[src/rtl/rtc_pkg.sv]
`timescale 1ns/1ps
package rtc_pkg;

  typedef enum logic [2:0] {
    FLD_SEC   = 3'd0,
    FLD_MIN   = 3'd1,
    FLD_HOUR  = 3'd2,
    FLD_WDAY  = 3'd3,
    FLD_MDAY  = 3'd4,
    FLD_MONTH = 3'd5,
    FLD_YEAR  = 3'd6,
    FLD_MODE  = 3'd7
  } rtc_field_e;

  function automatic logic [7:0] bcd_inc(input logic [7:0] v);
    if (v[3:0] == 4'd9) return {v[7:4] + 4'd1, 4'd0};
    return {v[7:4], v[3:0] + 4'd1};
  endfunction

  // two-digit BCD year divisible by 4
  function automatic logic is_leap(input logic [7:0] y);
    if (y[4]) return (y[3:0] == 4'd2) || (y[3:0] == 4'd6);
    return (y[3:0] == 4'd0) || (y[3:0] == 4'd4) || (y[3:0] == 4'd8);
  endfunction

  function automatic logic [7:0] month_days(input logic [4:0] m, input logic leap);
    case (m)
      5'h02:                      return leap ? 8'h29 : 8'h28;
      5'h04, 5'h06, 5'h09, 5'h11: return 8'h30;
      default:                    return 8'h31;
    endcase
  endfunction

endpackage

[src/rtl/rtc_divider.sv]
`timescale 1ns/1ps
module rtc_divider #(
  parameter int DIV_COUNT = 32768
) (
  input  logic clk_i,
  input  logic rst_ni,
  input  logic tick_i,
  input  logic clr_i,
  output logic adv_o,
  output logic half_o
);
  localparam int CW = (DIV_COUNT > 2) ? $clog2(DIV_COUNT) : 1;
  localparam logic [CW-1:0] LAST = CW'(DIV_COUNT - 1);
  localparam logic [CW-1:0] HALF = CW'(DIV_COUNT / 2);

  logic [CW-1:0] cnt_q;

  always_ff @(posedge clk_i or negedge rst_ni) begin
    if (!rst_ni)     cnt_q <= '0;
    else if (clr_i)  cnt_q <= '0;
    else if (tick_i) cnt_q <= (cnt_q == LAST) ? '0 : cnt_q + 1'b1;
  end

  assign adv_o  = tick_i && !clr_i && (cnt_q == LAST);
  assign half_o = cnt_q < HALF;

  AST_DIV_CLEAR: assert property (@(posedge clk_i) disable iff (!rst_ni)
    clr_i |=> (cnt_q == '0));
  AST_DIV_HOLD: assert property (@(posedge clk_i) disable iff (!rst_ni)
    (!tick_i && !clr_i) |=> $stable(cnt_q));

endmodule

[src/rtl/rtc_mod60.sv]
`timescale 1ns/1ps
module rtc_mod60
  import rtc_pkg::*;
(
  input  logic       clk_i,
  input  logic       rst_ni,
  input  logic       adv_i,
  input  logic       wr_i,
  input  logic [6:0] wr_data_i,
  output logic [6:0] val_o,
  output logic       carry_o
);
  logic [6:0] val_q, val_d;

  always_comb begin
    val_d = val_q;
    if (wr_i)       val_d = wr_data_i;
    else if (adv_i) val_d = (val_q == 7'h59) ? 7'h00 : 7'(bcd_inc({1'b0, val_q}));
  end

  always_ff @(posedge clk_i or negedge rst_ni) begin
    if (!rst_ni) val_q <= '0;
    else         val_q <= val_d;
  end

  assign val_o   = val_q;
  assign carry_o = adv_i && (val_q == 7'h59);

  AST_M60_WRAP: assert property (@(posedge clk_i) disable iff (!rst_ni)
    (adv_i && !wr_i && val_q == 7'h59) |=> (val_q == 7'h00));
  AST_M60_WR_WINS: assert property (@(posedge clk_i) disable iff (!rst_ni)
    wr_i |=> (val_q == $past(wr_data_i)));

endmodule

[src/rtl/rtc_hour.sv]
`timescale 1ns/1ps
module rtc_hour
  import rtc_pkg::*;
(
  input  logic       clk_i,
  input  logic       rst_ni,
  input  logic       adv_i,
  input  logic       mode24_i,
  input  logic       wr_i,
  input  logic [5:0] wr_data_i,
  output logic [5:0] val_o,
  output logic       carry_o
);
  logic [5:0] val_q, nxt, val_d;

  always_comb begin
    if (mode24_i) begin
      nxt = (val_q == 6'h23) ? 6'h00 : 6'(bcd_inc({2'b00, val_q}));
    end else begin
      if (val_q[4:0] == 5'h12)      nxt = {val_q[5], 5'h01};
      else if (val_q[4:0] == 5'h11) nxt = {~val_q[5], 5'h12};
      else                          nxt = {val_q[5], 5'(bcd_inc({3'b000, val_q[4:0]}))};
    end
  end

  always_comb begin
    val_d = val_q;
    if (wr_i)       val_d = wr_data_i;
    else if (adv_i) val_d = nxt;
  end

  always_ff @(posedge clk_i or negedge rst_ni) begin
    if (!rst_ni) val_q <= 6'h12;
    else         val_q <= val_d;
  end

  assign val_o   = val_q;
  assign carry_o = adv_i && (mode24_i ? (val_q == 6'h23) : (val_q == 6'h31));

  AST_H24_WRAP: assert property (@(posedge clk_i) disable iff (!rst_ni)
    (adv_i && !wr_i && mode24_i && val_q == 6'h23) |=> (val_q == 6'h00));
  AST_H12_MIDNIGHT: assert property (@(posedge clk_i) disable iff (!rst_ni)
    (adv_i && !wr_i && !mode24_i && val_q == 6'h31) |=> (val_q == 6'h12));
  AST_H12_NOON: assert property (@(posedge clk_i) disable iff (!rst_ni)
    (adv_i && !wr_i && !mode24_i && val_q == 6'h11) |=> (val_q == 6'h32));

endmodule

[src/rtl/rtc_date.sv]
`timescale 1ns/1ps
module rtc_date
  import rtc_pkg::*;
(
  input  logic       clk_i,
  input  logic       rst_ni,
  input  logic       adv_i,
  input  logic       wr_en_i,
  input  logic [2:0] wr_sel_i,
  input  logic [7:0] wr_data_i,
  output logic [2:0] wday_o,
  output logic [5:0] mday_o,
  output logic [4:0] month_o,
  output logic       century_o,
  output logic [7:0] year_o,
  output logic       month_start_o
);
  logic [2:0] wday_q;
  logic [5:0] mday_q, dmax;
  logic [4:0] month_q;
  logic [7:0] year_q;
  logic       century_q;
  logic       wr_wday, wr_mday, wr_month, wr_year;
  logic       last_day, last_month, year_wrap;

  assign wr_wday  = wr_en_i && (wr_sel_i == FLD_WDAY);
  assign wr_mday  = wr_en_i && (wr_sel_i == FLD_MDAY);
  assign wr_month = wr_en_i && (wr_sel_i == FLD_MONTH);
  assign wr_year  = wr_en_i && (wr_sel_i == FLD_YEAR);

  assign dmax       = 6'(month_days(month_q, is_leap(year_q)));
  assign last_day   = adv_i && (mday_q == dmax);
  assign last_month = month_q == 5'h12;
  assign year_wrap  = last_day && last_month;

  always_ff @(posedge clk_i or negedge rst_ni) begin
    if (!rst_ni) begin
      wday_q    <= '0;
      mday_q    <= 6'h01;
      month_q   <= 5'h01;
      year_q    <= 8'h00;
      century_q <= 1'b0;
    end else begin
      if (wr_wday)    wday_q <= wr_data_i[2:0];
      else if (adv_i) wday_q <= (wday_q == 3'd6) ? 3'd0 : wday_q + 3'd1;

      if (wr_mday)       mday_q <= wr_data_i[5:0];
      else if (last_day) mday_q <= 6'h01;
      else if (adv_i)    mday_q <= 6'(bcd_inc({2'b00, mday_q}));

      if (wr_month)      month_q <= wr_data_i[4:0];
      else if (last_day) month_q <= last_month ? 5'h01 : 5'(bcd_inc({3'b000, month_q}));

      if (wr_year)        year_q <= wr_data_i;
      else if (year_wrap) year_q <= (year_q == 8'h99) ? 8'h00 : bcd_inc(year_q);

      if (wr_month)                            century_q <= wr_data_i[7];
      else if (year_wrap && year_q == 8'h99)   century_q <= ~century_q;
    end
  end

  assign wday_o        = wday_q;
  assign mday_o        = mday_q;
  assign month_o       = month_q;
  assign century_o     = century_q;
  assign year_o        = year_q;
  assign month_start_o = last_day;

  AST_FEB_LEAP_END: assert property (@(posedge clk_i) disable iff (!rst_ni)
    (adv_i && !wr_mday && !wr_month && month_q == 5'h02 && mday_q == 6'h29)
      |=> (mday_q == 6'h01 && month_q == 5'h03));
  AST_WDAY_WRAP: assert property (@(posedge clk_i) disable iff (!rst_ni)
    (adv_i && !wr_wday && wday_q == 3'd6) |=> (wday_q == 3'd0));
  AST_CENTURY_FLIP: assert property (@(posedge clk_i) disable iff (!rst_ni)
    (adv_i && !wr_month && !wr_mday && month_q == 5'h12 && mday_q == 6'h31 && year_q == 8'h99)
      |=> (century_o != $past(century_o)));

endmodule

[src/rtl/rtc_calendar.sv]
`timescale 1ns/1ps
module rtc_calendar
  import rtc_pkg::*;
#(
  parameter int DIV_COUNT = 32768
) (
  input  logic       clk_i,
  input  logic       rst_ni,
  input  logic       tick_i,
  input  logic       wr_en_i,
  input  logic [2:0] wr_sel_i,
  input  logic [7:0] wr_data_i,
  output logic [6:0] sec_o,
  output logic [6:0] min_o,
  output logic [5:0] hour_o,
  output logic [2:0] wday_o,
  output logic [5:0] mday_o,
  output logic [4:0] month_o,
  output logic       century_o,
  output logic [7:0] year_o,
  output logic       mode24_o,
  output logic       clk_1hz_o,
  output logic       sec_stb_o,
  output logic       min_stb_o,
  output logic       hour_stb_o,
  output logic       month_stb_o
);
  localparam int N_MS = 2;  // seconds, minutes

  logic             sec_adv;
  logic [N_MS-1:0]  ms_adv, ms_carry, ms_wr;
  logic [6:0]       ms_val [N_MS];
  logic             hour_carry, month_start;
  logic             mode_q;
  logic             wr_hour, wr_mode;
  logic             sec_stb_q, min_stb_q, hour_stb_q, month_stb_q;

  assign wr_hour = wr_en_i && (wr_sel_i == FLD_HOUR);
  assign wr_mode = wr_en_i && (wr_sel_i == FLD_MODE);

  rtc_divider #(.DIV_COUNT(DIV_COUNT)) u_div (
    .clk_i  (clk_i),
    .rst_ni (rst_ni),
    .tick_i (tick_i),
    .clr_i  (ms_wr[0]),
    .adv_o  (sec_adv),
    .half_o (clk_1hz_o)
  );

  for (genvar i = 0; i < N_MS; i++) begin : g_ms
    assign ms_wr[i]  = wr_en_i && (wr_sel_i == 3'(i));
    assign ms_adv[i] = (i == 0) ? sec_adv : ms_carry[(i == 0) ? 0 : i - 1];
    rtc_mod60 u_cnt (
      .clk_i     (clk_i),
      .rst_ni    (rst_ni),
      .adv_i     (ms_adv[i]),
      .wr_i      (ms_wr[i]),
      .wr_data_i (wr_data_i[6:0]),
      .val_o     (ms_val[i]),
      .carry_o   (ms_carry[i])
    );
  end

  rtc_hour u_hour (
    .clk_i     (clk_i),
    .rst_ni    (rst_ni),
    .adv_i     (ms_carry[1]),
    .mode24_i  (mode_q),
    .wr_i      (wr_hour),
    .wr_data_i (wr_data_i[5:0]),
    .val_o     (hour_o),
    .carry_o   (hour_carry)
  );

  rtc_date u_date (
    .clk_i         (clk_i),
    .rst_ni        (rst_ni),
    .adv_i         (hour_carry),
    .wr_en_i       (wr_en_i),
    .wr_sel_i      (wr_sel_i),
    .wr_data_i     (wr_data_i),
    .wday_o        (wday_o),
    .mday_o        (mday_o),
    .month_o       (month_o),
    .century_o     (century_o),
    .year_o        (year_o),
    .month_start_o (month_start)
  );

  always_ff @(posedge clk_i or negedge rst_ni) begin
    if (!rst_ni) begin
      mode_q      <= 1'b0;
      sec_stb_q   <= 1'b0;
      min_stb_q   <= 1'b0;
      hour_stb_q  <= 1'b0;
      month_stb_q <= 1'b0;
    end else begin
      if (wr_mode) mode_q <= wr_data_i[0];
      sec_stb_q   <= sec_adv;
      min_stb_q   <= ms_carry[0];
      hour_stb_q  <= ms_carry[1];
      month_stb_q <= month_start;
    end
  end

  assign sec_o       = ms_val[0];
  assign min_o       = ms_val[1];
  assign mode24_o    = mode_q;
  assign sec_stb_o   = sec_stb_q;
  assign min_stb_o   = min_stb_q;
  assign hour_stb_o  = hour_stb_q;
  assign month_stb_o = month_stb_q;

  AST_MIN_IN_SEC: assert property (@(posedge clk_i) disable iff (!rst_ni)
    min_stb_o |-> sec_stb_o);
  AST_HOUR_IN_MIN: assert property (@(posedge clk_i) disable iff (!rst_ni)
    hour_stb_o |-> min_stb_o);
  AST_MONTH_IN_HOUR: assert property (@(posedge clk_i) disable iff (!rst_ni)
    month_stb_o |-> hour_stb_o);
  AST_MODE_LOAD: assert property (@(posedge clk_i) disable iff (!rst_ni)
    wr_mode |=> (mode24_o == $past(wr_data_i[0]) && $stable(hour_o)));

endmodule

[config.mk]
export PLATFORM = sky130hd
export DESIGN_NAME = rtc_calendar
export DESIGN_NICKNAME = d
export VERILOG_FILES = /design/src/rtl/rtc_pkg.sv /design/src/rtl/rtc_divider.sv /design/src/rtl/rtc_mod60.sv /design/src/rtl/rtc_hour.sv /design/src/rtl/rtc_date.sv /design/src/rtl/rtc_calendar.sv
export SDC_FILE = /design/constraint.sdc
export NUM_CORES = 1
export LEC_CHECK = 0
export BUFFER_PORTS_ARGS = -buffer_cell sky130_fd_sc_hd__buf_4
export CAP_MARGIN = 10
export CORE_MARGIN = 2
export CORE_UTILIZATION = 45
export DETAILED_ROUTE_END_ITERATION = 10
export HOLD_SLACK_MARGIN = 0.06
export PLACE_DENSITY = 0.65
export RECOVER_POWER = 25
export SLEW_MARGIN = 20
export SYNTH_ARGS = -nofsm -noshare
export SYNTH_HDL_FRONTEND = slang
export SYNTH_SLANG_ARGS = --single-unit
[constraint.sdc]
create_clock -name clk_i -period 4.79 [get_ports clk_i]
set_clock_uncertainty 0.1 [all_clocks]
set_input_delay 0.958 -clock clk_i [delete_from_list [all_inputs] [get_ports clk_i]]
set_output_delay 0.958 -clock clk_i [all_outputs]
set_load 0.1 [all_outputs]
==> run_results.csv <==
group,metric,value,unit
run_status,run_status,"completed",
sta,finalSetupViolCount,0,
drt,vias,4143,
logic_synthesis,synthFlopType,"dfrtp_1",
sta,finalHoldViolCount,0,
drt,wl_per_cell,17.4,um
setup_path,path_buf_inv,2,
logic_synthesis,synth_warnings,0,
logic_synthesis,synthCells,515,
layout,regArea,1580,sq um
setup_path,cp.arrival,3340,ps
power,p_int,1.10,mW
setup_path,crit_fanout,18,
power,ir_drop,0.263,mV
power,combPwrFrac,42.8,%
sta,fin_tns_setup,0,ps
sta,setup_ws,1580,ps
sta,slew_violations,0,
flow_run,drv_cap,0,
clock_tree,clkSinkCount,63,
global_routing,antenna_found_initial,0,
logic_synthesis,synth_cell_types,67,
clock_tree,cts_resized,0,
placement,postPlaceCellArea,4880,sq um
layout,fillCellCount,863,
logic_synthesis,synth_top_area_share,34.1,%
power,power_frac_seq,34.6,%
clock_tree,clkLatencyLatePin,340,ps
logic_synthesis,synthTopCellsByCount,"59 x dfrtp_1, 57 x nand2_1, 45 x nor2_1, 39 x o21ai_0, 32 x nand3_1",
global_routing,grt_max_degree,64,
drt,detail-route-antenna-nets,0,
logic_synthesis,synth_nets,545,
floorplan,fp-row-count,35,
floorplan,coreArea,9280,sq um
logic_synthesis,ys_async_sr_fraction,100,%
global_routing,grtUsageTotal,24.5,%
clock_tree,tritoncts,"built",
layout,multi_input_area,2560,sq um
floorplan,start_util,46.7,%
logic_synthesis,ys_ff_latch,63,
layout,nets,600,
sta,whs,424,ps
layout,drive_gt1_share,17.9,%
setup_path,path_cells,"clkbuf_1 -> nor4b_2 -> buf_4 -> nor4_1 -> nand4b_2 -> nor4_4 -> a31oi_1 -> o31a_1",
power,p_per_area,426,nW/um^2
power,leakage,2.08,nW
logic_synthesis,ys_seq_area_share,36.5,%
floorplan,fp.dieW,102,um
clock_tree,cts.path.max_buffers,2,
sta,finalCritPeriodShare,66.9,%
sta,finalCriticalPeriod,3210,ps
drt,drt-pass1-iter-count,4,
global_routing,first_global_vias,3929,
placement,io_buffers,63,
clock_tree,cts_buffers,9,
floorplan,io_pins,64,
sta,tightest_slew,861,ps
sta,rsz0062_at_grt,"false",
placement,dp_hpwl,8830,um
logic_synthesis,synth_most_common_cell,"dfrtp_1",
clock_tree,ctsHoldBuffers,0,
drt,first_iter_violations,253,
global_routing,grt_pass1_wl,20100,um
sta,max_freq,312,MHz
setup_path,setup.worst_path.class,"input port to flop",
power,swShare,49.3,%
floorplan,die-area,10400,sq um
clock_tree,cts_max_level,3,
sta,relSlewSlack,42.0,%
layout,final_area,5080,sq um
clock_tree,cts-root-buf,"clkbuf_8",
clock_tree,path_clk_slew,80,ps
clock_tree,post_cts_buffers,0,
placement,pre_cts_ws,1390,ps
setup_path,startpoint_type,"input port",
power,finalPower,2.17,mW
logic_synthesis,synth-edff-count,0,
setup_path,cpPeakStageDelay,650,ps
logic_synthesis,synthTopCellsByArea,"dfrtp_1 34%, nand2_1 4.9%, o21ai_0 4.5%",
layout,antenna_cells,0,
worst_hold_path,hold_class,"flop to flop",
setup_path,crit_required,4920,ps
drt,wirelength,12200,um
logic_synthesis,avgSynthCellArea,8.41,sq um
global_routing,grt_overflow,0,
setup_path,endpoint_kind,"flop",
floorplan,die_h,102,um
power,p_clk_share,22.6,%
drt,drc_errors,0,
logic_synthesis,synth_largest_area_cell,"dfrtp_1",
logic_synthesis,netlist_area,4330,sq um
placement,routabilityCongestion,0.898,
layout,syn_to_final_growth,17.4,%
setup_path,cp_slowest_cell,"nor4_1",
drt,avgViaCountPerCell,5.88,
setup_path,cp_top_family,"simple AND/OR/NAND/NOR gates",
power,p_switching,1.07,mW
## power by group through the flow
stage               sequential [mW]  combinational, mW  clock, mW
finish                        0.749              0.928      0.490
global route                  0.766              0.987      0.519
CTS                           0.747              0.932      0.495
detailed placement            0.757              0.930          0
global placement              0.751              0.920          0
floorplan                      1.19              0.277          0
## state kept, by name (all words and copies together), names as in the netlist, 3 cells and up
signal / cells
u_div.cnt_q: 15
g_ms.u_cnt.val_o: 14
u_date.year_o: 8
u_date.mday_o: 6
u_hour.val_o: 6
u_date.month_o: 5
u_date.wday_o: 3
## worst reg2reg max path, cell delays in order (launching register included)
cell       delay, ps
dfstp_2          590
ha_1             160
or3b_1           400
a2111oi_4        490
nand3_2          160
or3_4            370
or4_1            500
o311ai_1          90
## through the flow
step,utilization [%],cells
2_1_floorplan,-,515
3_3_place_gp,52.5,688
3_5_place_dp,52.5,688
4_1_cts,54.8,704
5_1_grt,54.8,704
6_report,54.8,704
## placed cells by master, fill, tap and decap left out, drive strengths merged, types with 4 or more instances in the layout
cell	instances
nor4	12
mux2i	5
buf	64
o31ai	8
ha	15
or3	14
nand2b	11
dfrtp	59
and3	6
nand3	33
nor3	13
a31oi	16
nor2b	8
and2	7
dfstp	4
inv	24
nor4b	4
nand4	11
nand4b	4
o21ai	43
mux2	5
xor2	4
nand3b	8
and4	4
or3b	4
nor2	45
a21oi	24
o311ai	4
clkbuf	11
a211oi	5
xnor2	4
nand2	57
## worst paths after layout
kind                            startpoint                end  slack (ps)  cells past startpoint
max in group asynchronous           rst_ni    u_div.cnt_q[12]        3440                      1
min reg2reg                 u_div.cnt_q[3]     u_div.cnt_q[3]         420                      1
min in group asynchronous           rst_ni   u_date.wday_o[2]         580                      1
max reg2reg                u_hour.val_o[4]   u_date.year_o[5]        1820                      7
min                         u_div.cnt_q[3]     u_div.cnt_q[3]         420                      1
max                            wr_sel_i[1]  u_date.month_o[2]        1580                      8
## logic make-up (layout without fill, tap and decap cells)
kind of cell | Yosys count | in the layout | synth area share (%)
flip-flops | 63 | 63 | 36.5
AO/OA/AOI/OAI | 121 | 121 | 18.0
adder cells (fa/ha/maj) | 15 | 15 | 4.33
AND/OR/NAND/NOR | 254 | 254 | 32.7
buffers and inverters | 44 | 104 | 4.42
XOR/XNOR | 8 | 8 | 1.62
multiplexers | 10 | 10 | 2.45
## routing by layer
metal	track usage [%]	wire [um]	vias up
met5	0	0	-
met4	9.54	330	0
met3	3.49	598	28
met2	38.8	5730	136
met1	34.0	5560	1980
li1	-	-	1999
## cell type report
cell class / instances / share of cell area (%)
inverters: 23 / 1.70
well taps: 129 / 3.17
repair buffers: 65 / 9.52
clock buffers: 10 / 2.71
clock inverters: 6 / 1.35
flip-flops and latches: 63 / 31.1
multi-input cells: 408 / 50.4
No activity file was read; power rests on OpenSTA's default activity.
